===== config.mk =====
export PLATFORM = sky130hd
export DESIGN_NAME = ir_ppm_tx
export DESIGN_NICKNAME = d
export VERILOG_FILES = /design/src/rtl/ir_tx_pkg.sv /design/src/rtl/ir_frame_seq.sv /design/src/rtl/ir_slot_timer.sv /design/src/rtl/ir_carrier.sv /design/src/rtl/ir_ppm_tx.sv
export SDC_FILE = /design/constraint.sdc
export NUM_CORES = 1
export LEC_CHECK = 0
export BUFFER_PORTS_ARGS = -buffer_cell sky130_fd_sc_hd__buf_2
export CORE_UTILIZATION = 52
export CTS_CLUSTER_DIAMETER = 50
export DETAILED_ROUTE_END_ITERATION = 10
export PLACE_DENSITY_LB_ADDON = 0.15
export SYNTH_ARGS = -nofsm -noshare
export SYNTH_HDL_FRONTEND = slang
export SYNTH_SLANG_ARGS = --single-unit

===== constraint.sdc =====
create_clock -name clk_i -period 7.2 [get_ports clk_i]
set_input_delay 1.44 -clock clk_i [delete_from_list [all_inputs] [get_ports clk_i]]
set_output_delay 1.44 -clock clk_i [all_outputs]
set_load 0.02 [all_outputs]

===== src/rtl/ir_tx_pkg.sv =====
package ir_tx_pkg;

  typedef enum logic [2:0] {
    ST_IDLE,
    ST_HDR,
    ST_GAP,
    ST_MARK,
    ST_SPACE,
    ST_TAIL,
    ST_DONE
  } tx_state_e;

  function automatic int unsigned max_u(input int unsigned a, input int unsigned b);
    return (a > b) ? a : b;
  endfunction

endpackage


===== src/rtl/ir_frame_seq.sv =====
module ir_frame_seq
  import ir_tx_pkg::*;
#(
  parameter int unsigned ADDR_W    = 16,
  parameter int unsigned DATA_W    = 8,
  parameter int unsigned HDR_T     = 9000,
  parameter int unsigned GAP_T     = 4500,
  parameter int unsigned RPT_GAP_T = 2240,
  parameter int unsigned MARK_T    = 560,
  parameter int unsigned ZERO_T    = 1120,
  parameter int unsigned ONE_T     = 2240
) (
  input  logic              clk_i,
  input  logic              rst_ni,
  input  logic              tick_i,
  input  logic              start_i,
  input  logic              held_i,
  input  logic [ADDR_W-1:0] addr_i,
  input  logic [DATA_W-1:0] data_i,
  input  logic              slot_end_i,
  output tx_state_e         state_o,
  output logic              env_o,
  output logic              launch_o
);

  localparam int unsigned PAY_W = ADDR_W + 2 * DATA_W;
  localparam int unsigned MAX_T = max_u(max_u(HDR_T, GAP_T),
                                        max_u(max_u(RPT_GAP_T, MARK_T), max_u(ZERO_T, ONE_T)));
  localparam int unsigned CNT_W = $clog2(MAX_T + 1);
  localparam int unsigned IDX_W = $clog2(PAY_W);

  tx_state_e          state_q;
  logic [CNT_W-1:0]   cnt_q;
  logic [CNT_W-1:0]   seg_last;
  logic [PAY_W-1:0]   pay_q;
  logic [PAY_W-1:0]   pay_load;
  logic [IDX_W-1:0]   idx_q;
  logic               rpt_q;
  logic               seg_done;

  // bit 0 goes out first: address, data, then inverted data
  assign pay_load = {~data_i, data_i, addr_i};

  always_comb begin
    case (state_q)
      ST_HDR:   seg_last = CNT_W'(HDR_T - 1);
      ST_GAP:   seg_last = rpt_q ? CNT_W'(RPT_GAP_T - 1) : CNT_W'(GAP_T - 1);
      ST_MARK:  seg_last = CNT_W'(MARK_T - 1);
      ST_TAIL:  seg_last = CNT_W'(MARK_T - 1);
      ST_SPACE: seg_last = pay_q[0] ? CNT_W'(ONE_T - MARK_T - 1) : CNT_W'(ZERO_T - MARK_T - 1);
      default:  seg_last = '0;
    endcase
  end

  assign seg_done = tick_i && (cnt_q == seg_last);
  assign launch_o = ((state_q == ST_IDLE) && start_i) ||
                    ((state_q == ST_DONE) && slot_end_i && held_i);
  assign env_o    = (state_q == ST_HDR) || (state_q == ST_MARK) || (state_q == ST_TAIL);
  assign state_o  = state_q;

  always_ff @(posedge clk_i or negedge rst_ni) begin
    if (!rst_ni) begin
      state_q <= ST_IDLE;
      cnt_q   <= '0;
      pay_q   <= '0;
      idx_q   <= '0;
      rpt_q   <= 1'b0;
    end else begin
      case (state_q)
        ST_IDLE: begin
          if (start_i) begin
            pay_q   <= pay_load;
            idx_q   <= IDX_W'(PAY_W - 1);
            rpt_q   <= 1'b0;
            cnt_q   <= '0;
            state_q <= ST_HDR;
          end
        end
        ST_DONE: begin
          if (slot_end_i) begin
            if (held_i) begin
              rpt_q   <= 1'b1;
              cnt_q   <= '0;
              state_q <= ST_HDR;
            end else begin
              state_q <= ST_IDLE;
            end
          end
        end
        default: begin
          if (tick_i) begin
            if (!seg_done) begin
              cnt_q <= cnt_q + 1'b1;
            end else begin
              cnt_q <= '0;
              case (state_q)
                ST_HDR:  state_q <= ST_GAP;
                ST_GAP:  state_q <= rpt_q ? ST_TAIL : ST_MARK;
                ST_MARK: state_q <= ST_SPACE;
                ST_SPACE: begin
                  pay_q <= pay_q >> 1;
                  if (idx_q == '0) begin
                    state_q <= ST_TAIL;
                  end else begin
                    idx_q   <= idx_q - 1'b1;
                    state_q <= ST_MARK;
                  end
                end
                ST_TAIL: state_q <= ST_DONE;
                default: state_q <= ST_IDLE;
              endcase
            end
          end
        end
      endcase
    end
  end

endmodule


===== src/rtl/ir_slot_timer.sv =====
module ir_slot_timer #(
  parameter int unsigned SLOT_T = 108000
) (
  input  logic clk_i,
  input  logic rst_ni,
  input  logic tick_i,
  input  logic active_i,
  input  logic launch_i,
  output logic slot_end_o
);

  localparam int unsigned SL_W = $clog2(SLOT_T);

  logic [SL_W-1:0] cnt_q;

  assign slot_end_o = active_i && tick_i && (cnt_q == SL_W'(SLOT_T - 1));

  always_ff @(posedge clk_i or negedge rst_ni) begin
    if (!rst_ni) begin
      cnt_q <= '0;
    end else if (launch_i || slot_end_o) begin
      cnt_q <= '0;
    end else if (active_i && tick_i) begin
      cnt_q <= cnt_q + 1'b1;
    end
  end

endmodule


===== src/rtl/ir_carrier.sv =====
module ir_carrier #(
  parameter int unsigned PER_T = 26,
  parameter int unsigned ON_T  = 9
) (
  input  logic clk_i,
  input  logic rst_ni,
  input  logic tick_i,
  input  logic env_i,
  output logic drive_o
);

  localparam int unsigned PH_W = (PER_T > 1) ? $clog2(PER_T) : 1;

  logic [PH_W-1:0] ph_q;

  // phase held at zero between bursts so each burst opens on a high slice
  always_ff @(posedge clk_i or negedge rst_ni) begin
    if (!rst_ni) begin
      ph_q <= '0;
    end else if (!env_i) begin
      ph_q <= '0;
    end else if (tick_i) begin
      ph_q <= (ph_q == PH_W'(PER_T - 1)) ? '0 : ph_q + 1'b1;
    end
  end

  assign drive_o = env_i && (ph_q < PH_W'(ON_T));

endmodule


===== src/rtl/ir_ppm_tx.sv =====
module ir_ppm_tx
  import ir_tx_pkg::*;
#(
  parameter int unsigned ADDR_W    = 16,
  parameter int unsigned DATA_W    = 8,
  parameter int unsigned HDR_T     = 9000,
  parameter int unsigned GAP_T     = 4500,
  parameter int unsigned RPT_GAP_T = 2240,
  parameter int unsigned MARK_T    = 560,
  parameter int unsigned ZERO_T    = 1120,
  parameter int unsigned ONE_T     = 2240,
  parameter int unsigned SLOT_T    = 108000,
  parameter int unsigned CAR_PER_T = 26,
  parameter int unsigned CAR_ON_T  = 9
) (
  input  logic              clk_i,
  input  logic              rst_ni,
  input  logic              tick_i,
  input  logic              start_i,
  input  logic              held_i,
  input  logic [ADDR_W-1:0] addr_i,
  input  logic [DATA_W-1:0] data_i,
  output logic              ir_drive_o,
  output logic              busy_no
);

  tx_state_e state;
  logic      env;
  logic      launch;
  logic      slot_end;
  logic      active;

  assign active  = (state != ST_IDLE);
  assign busy_no = ~active;

  ir_frame_seq #(
    .ADDR_W   (ADDR_W),
    .DATA_W   (DATA_W),
    .HDR_T    (HDR_T),
    .GAP_T    (GAP_T),
    .RPT_GAP_T(RPT_GAP_T),
    .MARK_T   (MARK_T),
    .ZERO_T   (ZERO_T),
    .ONE_T    (ONE_T)
  ) u_seq (
    .clk_i     (clk_i),
    .rst_ni    (rst_ni),
    .tick_i    (tick_i),
    .start_i   (start_i),
    .held_i    (held_i),
    .addr_i    (addr_i),
    .data_i    (data_i),
    .slot_end_i(slot_end),
    .state_o   (state),
    .env_o     (env),
    .launch_o  (launch)
  );

  ir_slot_timer #(
    .SLOT_T(SLOT_T)
  ) u_slot (
    .clk_i     (clk_i),
    .rst_ni    (rst_ni),
    .tick_i    (tick_i),
    .active_i  (active),
    .launch_i  (launch),
    .slot_end_o(slot_end)
  );

  ir_carrier #(
    .PER_T(CAR_PER_T),
    .ON_T (CAR_ON_T)
  ) u_car (
    .clk_i  (clk_i),
    .rst_ni (rst_ni),
    .tick_i (tick_i),
    .env_i  (env),
    .drive_o(ir_drive_o)
  );

endmodule


After elaboration in Yosys (flattened, before gate mapping). Index checks and enable logic that the tools add are counted.

Add/sub/neg operators: 4. Shifts and indexed selects: 0. Bitwise logic cells: 3. Mux-type cells: 38. Divide/modulo/power cells: 0. Eq/ne operators: 14. Multipliers: 0. Order comparisons: 1. Reduce and logical (&&, ||, !) cells: 27.

Operators by type and width (count): $mux 32 (4); $mux 14 (5); $pmux 32 s2 (1); $pmux 14 s4 (1); $mux 5 (8); $mux 17 (2); $pmux 14 s2 (1); $mux 3 (6); $add 17x1->17 const B (1); $eq 17x17->1 const B (1); $pmux 3 s5 (1); $add 14x1->14 const B (1); $eq 14x14->1 (1); $mux 13 (1); $reduce_and 4->1 (3); $mux 11 (1); $pmux 5 s2 (1); $reduce_bool 2->1 (5); $eq 3x3->1 const B (3); $reduce_bool 3->1 (3); $not 8->8 (1); $logic_and 1x1->1 (7); $eq 3x2->1 const B (2); $ne 2x2->1 const B (3); other kinds (16) (24).

Logic and storage cells: 94. Bits in read-only memories: 0. RAM bits: 0. Bits in latches: 0. Register bits after elaboration: 77. Memories kept: 0. Output and inout port bits: 2.

Depth between registers and ports, before layout.
Depth in word-level cells: 8. Mapped depth: 11.

By module. Synthesis repeated with hierarchy kept, for this count alone.

Cells, all modules: 462. Area total of the unflattened synthesis: 4713.3 um2.

Modules (own cells, without submodules): ir_frame_seq (area each 3473.3 um2, cells an instance 334, instances 1); ir_slot_timer (area each 933.4 um2, cells an instance 94, instances 1); ir_carrier (area each 295.3 um2, cells an instance 32, instances 1); ir_ppm_tx (area each 11.3 um2, cells an instance 2, instances 1).

Worst setup path before layout. Ideal clock, no wire load.

Path kind: input-to-reg. Start: input port tick_i. End: register u_seq.cnt_q[8]. Path buffers: 1. Setup time: 69 ps. Arrival: 3651 ps. Setup slack: 3480 ps. Stages on the path: 7. Cells stage by stage: o31ai_1 or4b_1 or4_4 a211o_1 buf_6 or4_1 nand3_1.

Word-level cells in the longest chain between the ends: 4. Elaborated cells between the ends (all ways): 9. Classes of those cells: eq/ne: 1; mux: 3; reduce/logical: 5.

RTL lines: start: declaration (RTL line ir_ppm_tx.sv:18) `input logic tick_i,`; $logic_and 1x1->1, on equally long branches (RTL line ir_frame_seq.sv:55, ir_slot_timer.sv:16); $mux 14 / $logic_and 1x1->1 (equally long branches) (RTL line ir_frame_seq.sv:92, ir_slot_timer.sv:16); $mux 14 / $ne 2x1->1 (equally long branches); $pmux 14 s2 / $reduce_and 4->1 (equally long branches); end signal: assignment (RTL line ir_frame_seq.sv:93) `cnt_q <= cnt_q + 1'b1;`; end: declaration (RTL line ir_frame_seq.sv:33) `logic [CNT_W-1:0] cnt_q;`.

Parallel ways exist; a longest one is shown, timed or not. The select of a mux whose other input is x is not followed. A chain may end at the register's enable or synchronous reset.

Worst setup path in the final report.
Start: register u_seq.state_q[2] (netlist: u_seq.state_o[2]). End: output port busy_no.

Word-level cells in the longest chain between the ends: 2.

RTL lines: start: declaration (RTL line ir_frame_seq.sv:32) `tx_state_e state_q;`; start signal: assignment (RTL line ir_frame_seq.sv:98) `ST_GAP: state_q <= rpt_q ? ST_TAIL : ST_MARK;`; $reduce_bool 3->1 (RTL line ir_ppm_tx.sv:33) `assign active = (state != ST_IDLE);`; $not 1->1 (RTL line ir_ppm_tx.sv:34) `assign busy_no = ~active;`; end: declaration (RTL line ir_ppm_tx.sv:24) `output logic busy_no`.

No other way between the ends.

==> qor.csv <==
stage,metric,value,unit
critical_path,worstPathCellList,"clkinv_1, nand2_1, buf_4, clkinv_1, buf_2",
critical_path,required,5760,ps
yosys,async_flop_share,100.0,%
route,drcViolationCount,0,
clock_tree,cts_setup_buffers,0,
layout,areaGrowthSynthToFinish,8.671,%
yosys,yosys.area_share.adder,1.399,%
clock_tree,cts_resized,0,
yosys,synth_cells,515,
sta,fin_setup_tns,0,ps
sta,setup_viol,0,
clock_tree,root_buffer,clkbuf_8,
sta,period_minus_slack,4611,ps
die,floorplan.initialDensity,54.17,%
yosys,netlist.area_leader.share,43.08,%
power_and_ir_drop,combPwrFrac,13.5,%
yosys,syn_area,4473,um2
route,finalWirelength,9423,um
yosys,syn_avg_cell_area,8.686,um2
sta,clock-skew-final,10.35,ps
clock_tree,ctsHoldBuffers,0,
clock_tree,cts_tree,done,
yosys,synth_top_family_by_area,simple AND/OR/NAND/NOR gates,
route,via_per_inst,5.774,
global_routing,grt_pass1_wl,16000,um
layout,final_core_util,58.86,%
sta,drv_slew,0,
yosys,ys_seq_elements,77,
clock_tree,cts_buffers,9,
power_and_ir_drop,pwr-share-seq,51.1,%
critical_path,path_class,register to primary output,
yosys,synth_compound_area_share,12.25,%
clock_tree,clk_pin_slew,80,ps
yosys,synth-simple-area-share,26.35,%
route,wl_per_cell,14.70,um
sta,whs,491.5,ps
placement,place_area,4638,um2
layout,drive_above_1_share,10.26,%
critical_path,crit_path_frequent_cell,clkinv_1,
global_routing,grt_pass1_vias,3390,
global_routing,antenna_found_initial,0,
power_and_ir_drop,clkPwrFrac,35.4,%
die,die_h,94.75,um
run,cap_violations,0,
die,core_area,8258,um2
sta,fin_crit_sh,64.04,%
yosys,synthFlopType,dfrtp_1,
global_routing,grt_max_degree,78,
die,io_pins,31,
sta,fmax,216.9,MHz
die,row_count,33,
power_and_ir_drop,p_leak,2.318,nW
clock_tree,clkLatencyLatePin,350,ps
placement,gp_congestion,0.8927,
yosys,synth_fp_nets,549,
route,drt-initial-drc-count,158,
yosys,seq_area_frac_synth,43.08,%
power_and_ir_drop,power_switching,0.0003060,W
placement,place_hpwl,6421,um
sta,relSlewSlack,21.09,%
yosys,yosys.area_share.xor_xnor,3.329,%
yosys,synth.most_common_cell,nand2_1,
critical_path,endpoint_kind,primary output,
yosys,synth_commonest_cells,"120 x nand2_1, 77 x dfrtp_1, 40 x nor2_1",
critical_path,path_max_fanout,41,
yosys,synth_area_leaders,"dfrtp_1 43%, nand2_1 10%, mux2_1 7.3%",
power_and_ir_drop,power_density,214.4,nW/um2
yosys,synth_edf_count,0,
power_and_ir_drop,p_int,0.0007359,W
clock_tree,cts_buffer_depth,2,
yosys,synth_warnings,0,
clock_tree,htreeDepth,3,
sta,worst_slew_pin_slew,1167,ps
power_and_ir_drop,p_sw_share,29.37,%
placement,port_buffers,30,
layout,num_antenna_cells,0,
sta,rsz0062_at_grt,false,
power_and_ir_drop,ir_drop,0.0001222,V
critical_path,slowest_stage,dfrtp_1,
yosys,yosysUniqueCellTypes,61,
route,ant_nets,0,
critical_path,critPathMaxStageDelay,790,ps
sta,hold_violations,0,
yosys,yosys.area.top_type,dfrtp_1,
route,vias,3701,
layout,final_nets,565,
critical_path,crit_arrival,3170,ps
critical_path,cp-start-kind,register,
yosys,synth_mux_area_share,9.175,%
clock_tree,cts_sinks,77,
route,first_pass_iters,4,
global_routing,grt-ovfl-total,0,
min_path,hold_class,register to register,
die,die_w,94.75,um
die,dieArea,8977,um2
layout,postLayoutCellArea,4861,um2
global_routing,grt_usage,22.87,%
outcome,status,finished clean,
[critical path: cells and delay by family, from the launching register on]
family                 cells  cell delay (ps)
buffers and inverters      4             1870
and+or+nand+nor            1              150
DFF                        1              790
[registers in the layout, indices dropped and copies added (netlist names)]
name,cells
u_seq.pay_q,32
u_slot.cnt_q,17
u_seq.cnt_q,14
u_car.ph_q,5
u_seq.idx_q,5
u_seq.state_o,3
u_seq.rpt_q,1
[path summary, 6_finish.rpt]
check / depth (start not counted) / from / endpoint / slack, ps
setup / recovery: 5 / u_seq.state_o[2] / busy_no / 2590
hold / removal: 1 / u_seq.pay_q[31] / u_seq.pay_q[31] / 490
setup reg to reg: 8 / u_seq.state_o[0] / u_seq.pay_q[14] / 3310
hold reg to reg: 1 / u_seq.pay_q[31] / u_seq.pay_q[31] / 490
max in group asynchronous: 1 / rst_ni / u_seq.rpt_q / 5310
min in group asynchronous: 1 / rst_ni / u_car.ph_q[4] / 1210
[cell families after synthesis]
group | after synthesis
AND/OR/NAND/NOR | 252
multiplexers | 37
flip-flops | 77
AO/OA/AOI/OAI | 83
buffers and inverters | 44
XOR/XNOR | 17
adder cells (fa/ha/maj) | 5
[power groups by stage]
stage                     sequential [W]  clock (W)  combinational (W)
after detailed placement        0.000540          0           0.000139
after global placement          0.000540          0           0.000136
after CTS                       0.000532   0.000377           0.000141
final                           0.000532   0.000369           0.000140
after floorplan                 0.000515          0           0.000109
after global routing            0.000538   0.000398           0.000162
[routing by layer]
| layer | global-route usage, % | vias up | wire length [um] |
|---|---|---|---|
| met5 | 0 | - | 0 |
| met4 | 5.556 | 0 | 105 |
| met3 | 5.314 | 11 | 450 |
| met2 | 36.99 | 81 | 4500 |
| met1 | 31.06 | 1773 | 4366 |
| li1 | - | 1836 | - |
[layout by cell type (no fill, tap or decap), drive strengths merged, types with 11 or more instances in the layout]
cell type	count
inv	16
clkbuf	11
buf	32
o21ai	22
nand2	120
mux2	32
nor2	40
nand3	29
dfrtp	77
[through the flow]
| stage | total power (W) | instances | worst slack (ps) |
|---|---|---|---|
| after detailed placement | 0.0006794 | 625 | 2763 |
| after CTS | 0.001050 | 641 | 2581 |
| after global routing | 0.001097 | 641 | 2291 |
| final | 0.001042 | 641 | 2589 |
| after global placement | 0.0006755 | 625 | 2869 |
| after floorplan | 0.0006240 | 515 | 3480 |
[layout make-up]
class,instances,area [um2]
Sequential cell,77,1927
Tap cell,105,131.4
Clock buffer,11,141.4
Fill cell,768,3397
Multi-Input combinational cell,394,2349
Inverter,17,63.81
Clock inverter,5,81.33
Timing Repair Buffer,32,167.7
(Power assumes the default switching activity.)
